[src/rtl/hui_pkg.sv]
package hui_pkg;

  // Registered tap state of one lane
  typedef struct packed {
    logic tap1;
    logic tap2;
    logic pol1;
    logic pol2;
    logic cal;
  } lane_taps_t;

endpackage

[src/rtl/hui_edge_det.sv]
module hui_edge_det #(
  parameter bit INIT_LEVEL = 1'b0
) (
  input  logic clk,
  input  logic rst,
  input  logic strobe,
  input  logic din,
  output logic level,
  output logic trans
);

  // Level of the last sampled bit
  always_ff @(posedge clk) begin
    if (rst) begin
      level <= INIT_LEVEL;
    end else if (strobe) begin
      level <= din;
    end
  end

  // A change seen on a bit boundary, either direction
  assign trans = strobe && (din != level);

endmodule

[src/rtl/hui_tap_seq.sv]
module hui_tap_seq
  import hui_pkg::*;
#(
  parameter bit INIT_LEVEL = 1'b0
) (
  input  logic       clk,
  input  logic       rst,
  input  logic       strobe,
  input  logic       din,
  input  logic       trans,
  output lane_taps_t q
);

  always_ff @(posedge clk) begin
    if (rst) begin
      q.tap1 <= 1'b0;
      q.tap2 <= 1'b0;
      q.pol1 <= INIT_LEVEL;
      q.pol2 <= INIT_LEVEL;
      q.cal  <= 1'b0;
    end else begin
      // Edge tap: one half-UI right after a sampled change
      q.tap1 <= trans;
      // Level tap: the half-UI that follows the edge tap
      q.tap2 <= q.tap1;
      // Polarity tracks the newest bit; tap2 sees it one tick later
      if (strobe) begin
        q.pol1 <= din;
      end
      q.pol2 <= q.pol1;
      // Calibration pulse covers the whole bit after a change
      if (strobe) begin
        q.cal <= trans;
      end
    end
  end

endmodule

[src/rtl/hui_preemph_tapgen.sv]
module hui_preemph_tapgen
  import hui_pkg::*;
#(
  parameter int LANES      = 4,
  parameter bit INIT_LEVEL = 1'b0
) (
  input  logic             clk,
  input  logic             rst,
  input  logic             bit_strobe,
  input  logic [LANES-1:0] data_in,
  output logic [LANES-1:0] data_out,
  output logic [LANES-1:0] tap1_en,
  output logic [LANES-1:0] tap1_pol,
  output logic [LANES-1:0] tap2_en,
  output logic [LANES-1:0] tap2_pol,
  output logic [LANES-1:0] cal_pulse
);

  localparam int LAST_LANE = LANES - 1;

  genvar g;
  generate
    for (g = 0; g <= LAST_LANE; g++) begin : g_lane
      logic       lvl;
      logic       chg;
      lane_taps_t st;

      hui_edge_det #(.INIT_LEVEL(INIT_LEVEL)) u_det (
        .clk    (clk),
        .rst    (rst),
        .strobe (bit_strobe),
        .din    (data_in[g]),
        .level  (lvl),
        .trans  (chg)
      );

      hui_tap_seq #(.INIT_LEVEL(INIT_LEVEL)) u_seq (
        .clk    (clk),
        .rst    (rst),
        .strobe (bit_strobe),
        .din    (data_in[g]),
        .trans  (chg),
        .q      (st)
      );

      assign data_out[g]  = lvl;
      assign tap1_en[g]   = st.tap1;
      assign tap1_pol[g]  = st.pol1;
      assign tap2_en[g]   = st.tap2;
      assign tap2_pol[g]  = st.pol2;
      assign cal_pulse[g] = st.cal;
    end
  endgenerate

endmodule

[config.mk]
export PLATFORM = sky130hd
export DESIGN_NAME = hui_preemph_tapgen
export DESIGN_NICKNAME = d
export VERILOG_FILES = /design/src/rtl/hui_pkg.sv /design/src/rtl/hui_edge_det.sv /design/src/rtl/hui_tap_seq.sv /design/src/rtl/hui_preemph_tapgen.sv
export SDC_FILE = /design/constraint.sdc
export NUM_CORES = 1
export LEC_CHECK = 0
export BUFFER_PORTS_ARGS = -buffer_cell sky130_fd_sc_hd__buf_2
export CAP_MARGIN = 10
export CELL_PAD_IN_SITES_DETAIL_PLACEMENT = 1
export CELL_PAD_IN_SITES_GLOBAL_PLACEMENT = 1
export CORE_MARGIN = 1.5
export CORE_UTILIZATION = 37
export DETAILED_ROUTE_END_ITERATION = 8
export GPL_TIMING_DRIVEN = 0
export PLACE_DENSITY_LB_ADDON = 0.05
export SETUP_SLACK_MARGIN = 0.2
export SLEW_MARGIN = 20
export SYNTH_ARGS = -nofsm -noshare
export SYNTH_HDL_FRONTEND = slang
export SYNTH_HIERARCHICAL = 1
export SYNTH_SLANG_ARGS = --single-unit
[constraint.sdc]
create_clock -name clk -period 2.75 [get_ports clk]
set_input_delay 0.1375 -clock clk [delete_from_list [all_inputs] [get_ports clk]]
set_output_delay 0.1375 -clock clk [all_outputs]
set_load 0.01 [all_outputs]
; ---- Word-level counts from Yosys, hierarchy flattened
; Cells that the tools add are included.
[op_classes]
eq_ne = 4
n_reduce_logical = 4
[op_table]
columns = op, count
row1 = logical AND 1 bit, 4
row2 = != test 1 bit, 4
[word_totals]
ff_bits = 20
elab_cells = 28

; ---- Depth between registers and ports, before layout
; Gate-level depths: netlist of run 1.
[depth]
word_depth = 2
depth_mapped = 4
depth_no_buf = 4

; ---- Modules after synthesis
; The synthesis of run 1 kept the hierarchy.
[by_module_without_submodules]
columns = module, n_inst, cells_per_inst, area_each_um2, seq_area_each_um2
row1 = hui_tap_seq, 4, 12, 146.4, 100.1
row2 = hui_edge_det, 4, 5, 48.8, 20.0
row3 = hui_preemph_tapgen, 1, 4, 30.0, 0.0

; ---- Least setup slack after synthesis of run 1
; OpenSTA, ideal clock, no wires.
[synth_timing]
path_kind = reg-to-reg
from = register g_lane[0].u_det.level
to = register g_lane[0].u_seq/q[0] in the netlist's numbering
setup_ns = 0.114
arrival_ns = 0.761
t_required_ns = 2.636
slack_ns = 1.875
stages_incl_launch_ff = 5
synth_period_minus_slack_ns = 0.875
cell_sequence = dfxtp_1 xor2_1 and2_1 mux2i_1 nor2_1
[synth_via]
elab_chain_cells = 2
[synth_lines]
columns = item, line_no
row1 = "start, declared", hui_edge_det.sv:8  ; output logic level,
row2 = "start signal, assigned", hui_edge_det.sv:17  ; level <= din;
row3 = != test 1 bit, hui_edge_det.sv:22  ; assign trans = strobe && (din != level);
row4 = logical AND 1 bit, hui_edge_det.sv:22
row5 = named net g_lane[0].chg, hui_preemph_tapgen.sv:25  ; logic chg;
row6 = "end, declared", hui_tap_seq.sv:11  ; output lane_taps_t q
; The timed path passes the listed nets, and every way through them passes these cells.
; A chain may end at the register's enable or synchronous reset.

; ---- Final worst setup path of run 1
[layout_timing]
from = register g_lane[3].u_det.level
to = output data_out[3]
[layout_lines]
columns = item, line_no
row1 = "start, declared", hui_edge_det.sv:8
row2 = "start signal, assigned", hui_edge_det.sv:17
row3 = "end, declared", hui_preemph_tapgen.sv:11  ; output logic [LANES-1:0] data_out,
; No word-level cell between the ends.

==> impl_metrics.csv, run 1 <==
group,metric,value,unit
finish,multiInputGateArea,300,sq um
min_path,worstHoldPathType,"in2reg",
power,finalPower,0.624,mW
timing,timing.slew.headroom,0.724,
floorplanning,design.core.area,2020,sq um
power,combinational_cell_fraction_of_total_power,0.118,
timing,max_fclk,0.937,GHz
power,power_density,605,nW/um^2
yosys,area_of_the_mapped_netlist,811,sq um
clock_tree,post-cts-setup-buffers,0,
timing,fin_worst_skew,0.00341,ns
global_route,antenna_found_initial,0,
floorplanning,die_width,49.8,um
finish,layout-drive-gt1-share,0.358,
setup_path,timing.setup.critical_path_class,"reg2out",
detailed_routing,finalWirelength,1390,um
floorplanning,die_y,49.8,um
floorplanning,placement_rows,16,
placement,placedCellCount,129,
finish,syn_to_final_growth,27.2,%
timing,period_share,0.388,
flow_run,drv.max_cap_violation_count,0,
setup_path,timing.critical_path.required,2.61,ns
clock_tree,cts_sinks,24,
placement,place_congestion,0.673,
clock_tree,cts-root-to-sink-buffers,2,
finish,final_cell_area,1030,sq um
floorplanning,top_level_ports,31,
yosys,ys_async_sr_fraction,0,
timing,setup_total_negative_slack,0,ns
clock_tree,ctsHtreeMaxLevel,1,
clock_tree,cts_hold_repair.buffers,0,
detailed_routing,drtAntennaViolNets,0,
yosys,number_of_enable_flip_flop_cells_after_synthesis,0,
setup_path,cp_launch_type,"flip-flop",
timing,finalHoldViolations,0,
yosys,synth_top_flop_cell,"dfxtp_1",
run_status,status,"finished clean",
finish,instances_no_fill,133,
floorplanning,fp.dieArea,2480,sq um
yosys,postSynthNetCount,79,
clock_tree,cts_repair_resized_insts,0,
clock_tree,cts_root_buf,"clkbuf_4",
yosys,synth.cells.most_frequent,"dfxtp_1 (24), mux2i_1 (12), nor2_1 (12), nor2b_1 (12)",
finish,ff_latch_area,480,sq um
clock_tree,cts_tree,"done",
placement,area_after_detailed_placement,995,sq um
clock_tree,cts_buffers,3,
global_route,grt_overflow_total,0,
timing,setup_viol,0,
global_route,gr-usage-all-layers,0.129,
yosys,syn_avg_cell_area,11.3,sq um
placement,place_hpwl,1000,um
power,netSwitchingPower,0.142,mW
clock_tree,clk_latency,0.31,ns
yosys,post_synth_main_area_contributors,"dfxtp_1 (59%), mux2i_1 (15%), nor2b_1 (9.3%)",
finish,diodes,0,
global_route,grt_start_max_net_pins,25,
detailed_routing,drt_iter0_drc,2,
yosys,synth.ff_latch_count,24,
power,clock_power_share,0.283,
setup_path,arrival,0.93,ns
power,ir_drop,0.379,mV
setup_path,crit_path_max_fanout,3,
finish,design.final.nets,114,
yosys,ys_types,7,
finish,num-fill-cells,235,
power,power.switching_fraction,0.227,
yosys,post_synth_inst_count,72,
detailed_routing,number_of_iterations_in_the_first_detailed_routing_pass,3,
timing,final_max_slew_viol_count,0,
clock_tree,clk_transition_reported_paths,0.12,ns
yosys,yosysWarningCount,6,
yosys,yosysTopAreaCellShare,0.593,
yosys,post-synth-top-count-cell,"dfxtp_1",
placement,buffer_ports.inserted,30,
detailed_routing,count_of_vias_placed_by_the_detailed_router,593,
setup_path,setup.worst_path.end_class,"primary output",
global_route,grt_first_pass_wirelength,2330,um
detailed_routing,drt-vias-per-instance,4.46,
power,share_of_total_power_in_sequential_cells,0.599,
timing,grt_setup_unrepaired,"no",
yosys,yosys.area.top_type,"dfxtp_1",
global_route,via_count_of_the_first_global_routing_pass,547,
power,p_int,0.483,mW
yosys,seq_area_frac_synth,0.593,
detailed_routing,post-route-drc-count,0,
timing,clock_period_minus_worst_slack,1.07,ns
timing,timing_worst_slew_pin_value,0.414,ns
detailed_routing,avgRoutedWirePerCell,10.4,um
power,p_leak,0.540,nW
floorplanning,initial_utilization,0.401,
[path summary, 6_finish.rpt]
check                                           start                   end  slack (ns)  depth (start not counted)
worst min-delay path                       data_in[3]  g_lane[3].u_seq/q[2]         0.1                          3
worst min register to register   g_lane[0].u_seq/q[4]  g_lane[0].u_seq/q[3]        0.47                          1
worst max register to register  g_lane[2].u_det/level  g_lane[2].u_seq/q[0]        1.78                          4
worst max-delay path            g_lane[3].u_det/level           data_out[3]        1.68                          2
[power by group through the flow]
stage	registers, mW	clock network [mW]	logic, mW
after global placement	0.381	0	0.0737
final	0.374	0.177	0.0739
after CTS	0.374	0.189	0.0756
after detailed placement	0.382	0	0.0753
after global routing	0.376	0.201	0.0825
after floorplan	0.388	0	0.0332
[state kept, by name (all words and copies together) (netlist names)]
name	cells
g_lane.u_det/level	4
g_lane.u_seq/q	20
[placed cells by master, fill, tap and decap left out, drive strengths merged]
| master | netlist | routed |
|---|---|---|
| dfxtp | 24 | 24 |
| nor2 | 12 | 12 |
| and2 | 4 | 4 |
| xor2 | 4 | 4 |
| nor2b | 12 | 12 |
| mux2i | 12 | 12 |
| buf | 4 | 34 |
| clkbuf | 0 | 4 |
[metrics by stage]
stage | utilization | hold slack, ns | setup WS [ns]
4_1_cts | 0.510 | 0.0831 | 1.65
3_3_place_gp | 0.492 | 0.414 | 1.82
2_1_floorplan | - | 0.209 | 1.88
3_5_place_dp | 0.492 | 0.431 | 1.78
6_report | 0.510 | 0.0971 | 1.68
5_1_grt | 0.510 | 0.0977 | 1.62
[routing by layer]
layer / GRT usage / vias to the layer above / part of all wire / routed length, um
met5: 0 / - / 0 / 0
li1: - / 294 / - / -
met4: 0.0556 / 0 / 0.015 / 21
met2: 0.220 / 21 / 0.50 / 698
met3: 0.0667 / 4 / 0.071 / 99
met1: 0.132 / 274 / 0.41 / 567
[final cells by class]
type / count / area share
Buffer: 4 / 0.0291
Clock buffer: 4 / 0.0352
Multi-Input combinational cell: 44 / 0.291
Sequential cell: 24 / 0.466
Tap cell: 27 / 0.0328
Timing Repair Buffer: 30 / 0.146
[worst max-delay path: stages (launching register included)]
cell and delay, ns:
dfxtp_1 0.39, buf_4 0.12, buf_2 0.11
[logic make-up (layout without fill, tap and decap cells)]
group         after synthesis  in the layout  share of synthesized area
xor+xnor                    4              4                     0.0432
buf+inv                     4             38                     0.0370
flops                      24             24                      0.593
mux                        12             12                      0.148
simple gates               28             28                      0.179
Note: power is estimated with default switching activity, not from simulation.
==> inputs of run 2 (changes only) <==
Settings changed: ABC_AREA set to 1, CORE_UTILIZATION 37 to 30.
Clock period 2.75 ns to 0.9 ns, I/O delays scaled along.
==> impl_metrics.csv, run 2 <==
group,metric,value,unit
finish,final_cell_mix,"nor2_1 (37), nand2_1 (29), buf_6 (27)",
setup_path,crit_path_max_fanout,3,
timing,timing.slew.headroom,0.670,
run_status,status,"complete, but fails checks",
yosys,fraction_of_synthesized_cell_area_in_xor_and_xnor_cells,0,
power,combinational_cell_fraction_of_total_power,0.177,
clock_tree,cts_root_buf,"clkbuf_4",
clock_tree,clk_transition_reported_paths,0.13,ns
timing,clock_period_minus_worst_slack,0.964,ns
setup_path,critical_path.top_delay_family,"flip-flops",
global_route,met3_usage,0.0402,
detailed_routing,post-route-drc-count,2,
placement,buffer_ports.inserted,30,
finish,layout.cells.most_common,"nor2_1",
finish,diodes,0,
setup_path,cp_slowest_stage_delay,0.38,ns
global_route,grt_util_met1,0.140,
detailed_routing,drtAntennaViolNets,0,
power,ir_drop,1.12,mV
yosys,synth_area_in_adders,0,
global_route,grt-busiest-layer,"met2",
finish,top_regs,"g_lane.u_seq/q (20), g_lane.u_det/level (4)",
clock_tree,cts_tree,"done",
floorplanning,top_level_ports,31,
setup_path,critPathBufInv,2,
yosys,seq_area_frac_synth,0.527,
global_route,antenna_found_initial,0,
setup_path,arrival,1.22,ns
run_status,violations,"DRC, setup timing",
finish,number_of_flip_flops_under_the_largest_register_name,20,
yosys,synth_compound_gate_area_share,0,
clock_tree,ctsHtreeMaxLevel,1,
floorplanning,die_width,58.1,um
detailed_routing,drt-vias-per-instance,4.21,
placement,place_hpwl,1340,um
floorplanning,placement_rows,19,
setup_path,cp_launch_type,"flip-flop",
detailed_routing,finalWirelength,2090,um
timing,period_share,1.07,
clock_tree,cts_hold_repair.buffers,0,
power,power.switching_fraction,0.236,
yosys,synth_top_flop_cell,"dfxtp_1",
timing,final_max_slew_viol_count,0,
yosys,ys_types,7,
finish,utilization,0.499,
power,netSwitchingPower,0.557,mW
global_route,via_count_of_the_first_global_routing_pass,853,
yosys,synth.ff_latch_count,24,
yosys,syn_avg_cell_area,6.90,sq um
timing,timing_worst_slew_pin_value,0.494,ns
power,share_of_total_power_in_sequential_cells,0.498,
detailed_routing,avgRoutedWirePerCell,10.2,um
global_route,grt_first_pass_wirelength,3430,um
yosys,post_synth_and_or_nand_nor_area_fraction,0.324,
detailed_routing,drt_iter0_drc,12,
finish,design.final.nets,183,
yosys,synth.cells.most_frequent,"nor2_1 (40), nand2_1 (32), dfxtp_1 (24), inv_1 (24)",
clock_tree,cts_buffers,3,
power,clock_power_share,0.326,
clock_tree,cts_sinks,24,
floorplanning,die_y,58.1,um
detailed_routing,number_of_iterations_in_the_first_detailed_routing_pass,8,
flow_run,drv.max_cap_violation_count,0,
yosys,area_of_the_mapped_netlist,911,sq um
power,p_int,1.80,mW
yosys,muxShareOfSynthArea,0,
yosys,post_synth_inst_count,132,
floorplanning,fp.dieArea,3380,sq um
global_route,grt_overflow_total,0,
global_route,grtUsageMet2,0.253,
global_route,grt_start_max_net_pins,29,
setup_path,timing.setup.critical_path_class,"reg2reg",
timing,max_fclk,1.04,GHz
timing,setup_viol,6,
timing,fin_hold_ws,0.0483,ns
power,power_density,1670,nW/um^2
finish,syn_to_final_growth,55.1,%
setup_path,timing.critical_path.required,1.15,ns
power,p_leak,0.761,nW
timing,fin_worst_skew,0.00461,ns
yosys,postSynthNetCount,139,
yosys,post_synth_main_area_contributors,"dfxtp_1 (53%), nor2_1 (16%), nand2_1 (13%)",
finish,num-fill-cells,357,
clock_tree,clk_latency,0.31,ns
yosys,yosys.area.top_type,"dfxtp_1",
timing,grt_setup_unrepaired,"yes",
finish,layout-drive-gt1-share,0.474,
yosys,post-synth-top-count-cell,"nor2_1",
yosys,yosysWarningCount,6,
yosys,ys_async_sr_fraction,0,
detailed_routing,count_of_vias_placed_by_the_detailed_router,868,
finish,top_register,"g_lane.u_seq/q",
setup_path,crit_chain,"buf_6, nor2_2, nor2_1, inv_1, nand2_1, nand2_1, nor2_1",
floorplanning,design.core.area,2830,sq um
global_route,gr-usage-all-layers,0.132,
setup_path,critical_path_slowest_stage_cell,"dfxtp_2",
yosys,number_of_enable_flip_flop_cells_after_synthesis,0,
min_path,worstHoldPathType,"in2reg",
setup_path,setup.worst_path.end_class,"flip-flop",
timing,finalHoldViolations,0,
placement,place_congestion,0.644,
yosys,synth_top_family_by_area,"simple AND/OR/NAND/NOR gates",
floorplanning,initial_utilization,0.322,
yosys,yosysTopAreaCellShare,0.527,
timing,post-route-worst-setup-slack,-0.0636,ns
clock_tree,cts-root-to-sink-buffers,2,
run 2: cell count changes in the layout (fill, tap and decap cells not counted), moves of 17 or more:
| cell | before | now |
|---|---|---|
| inv_1 | 0 | 21 |
| dfxtp_2 | 0 | 17 |
| buf_6 | 0 | 27 |
| nor2_1 | 12 | 37 |
| nand2_1 | 0 | 29 |
| dfxtp_1 | 24 | 5 |
| buf_2 | 30 | 11 |
run 2: tightest hold or removal path, cell delays in order:
cell and delay, ns:
buf_2 0.12, inv_1 0.05, nand2_1 0.04, nand2_1 0.05, nor2_1 0.03
run 2: final timing paths:
check                         from                    to  slack, ns  cells after the start
min                     data_in[0]  g_lane[0].u_seq/q[2]       0.05                      5
min reg2reg   g_lane[0].u_seq/q[4]  g_lane[0].u_seq/q[3]       0.43                      2
max reg2reg  g_lane[3].u_det/level  g_lane[3].u_seq/q[0]      -0.06                      7
max          g_lane[3].u_det/level  g_lane[3].u_seq/q[0]      -0.06                      7
run 2: layout make-up:
| type | count | area, sq um | area share |
|---|---|---|---|
| buffer | 4 | 45.0 | 0.0319 |
| multi-input combinational | 76 | 310 | 0.220 |
| clock inverter | 1 | 30.0 | 0.0213 |
| sequential | 24 | 509 | 0.360 |
| inverter | 28 | 105 | 0.0744 |
| timing repair buffer | 39 | 352 | 0.249 |
| tap | 31 | 38.8 | 0.0275 |
| clock buffer | 3 | 22.5 | 0.0159 |
run 2: per-layer routing:
metal,vias to the layer above,wire (um)
li1,451,-
met1,395,833
met2,20,1150
met3,2,87
met4,0,16
met5,-,0
run 2: what timing repair did:
item	in CTS	in global routing
endpoints found under the hold margin	0	0
pin swaps	10	8
endpoints found under the setup margin	32	37
resized for setup	36	17
setup buffers	5	4
run 2: power groups by stage:
| stage | Combinational, mW | Sequential [mW] | Clock [mW] |
|---|---|---|---|
| after global routing | 0.466 | 1.18 | 0.839 |
| after floorplan | 0.141 | 1.20 | 0 |
| after CTS | 0.385 | 1.18 | 0.814 |
| after global placement | 0.284 | 1.18 | 0 |
| after detailed placement | 0.293 | 1.19 | 0 |
| final | 0.417 | 1.17 | 0.769 |
run 2: kinds of logic (layout without fill, tap and decap cells):
family / Yosys count / after routing
buf+inv: 32 / 75
flops: 24 / 24
simple gates: 76 / 76
run 2: stage by stage:
stage | cells | cell area [sq um] | TNS (ns) | total power, mW | setup slack (ns)
2_1_floorplan | 132 | 916 | 0 | 1.35 | 0.176
3_3_place_gp | 193 | 1100 | -0.167 | 1.46 | -0.0478
3_5_place_dp | 193 | 1100 | -0.309 | 1.48 | -0.101
5_1_grt | 206 | 1410 | -0.760 | 2.49 | -0.146
6_report | 206 | 1410 | -0.279 | 2.36 | -0.0636
4_1_cts | 202 | 1340 | -0.253 | 2.37 | -0.0561
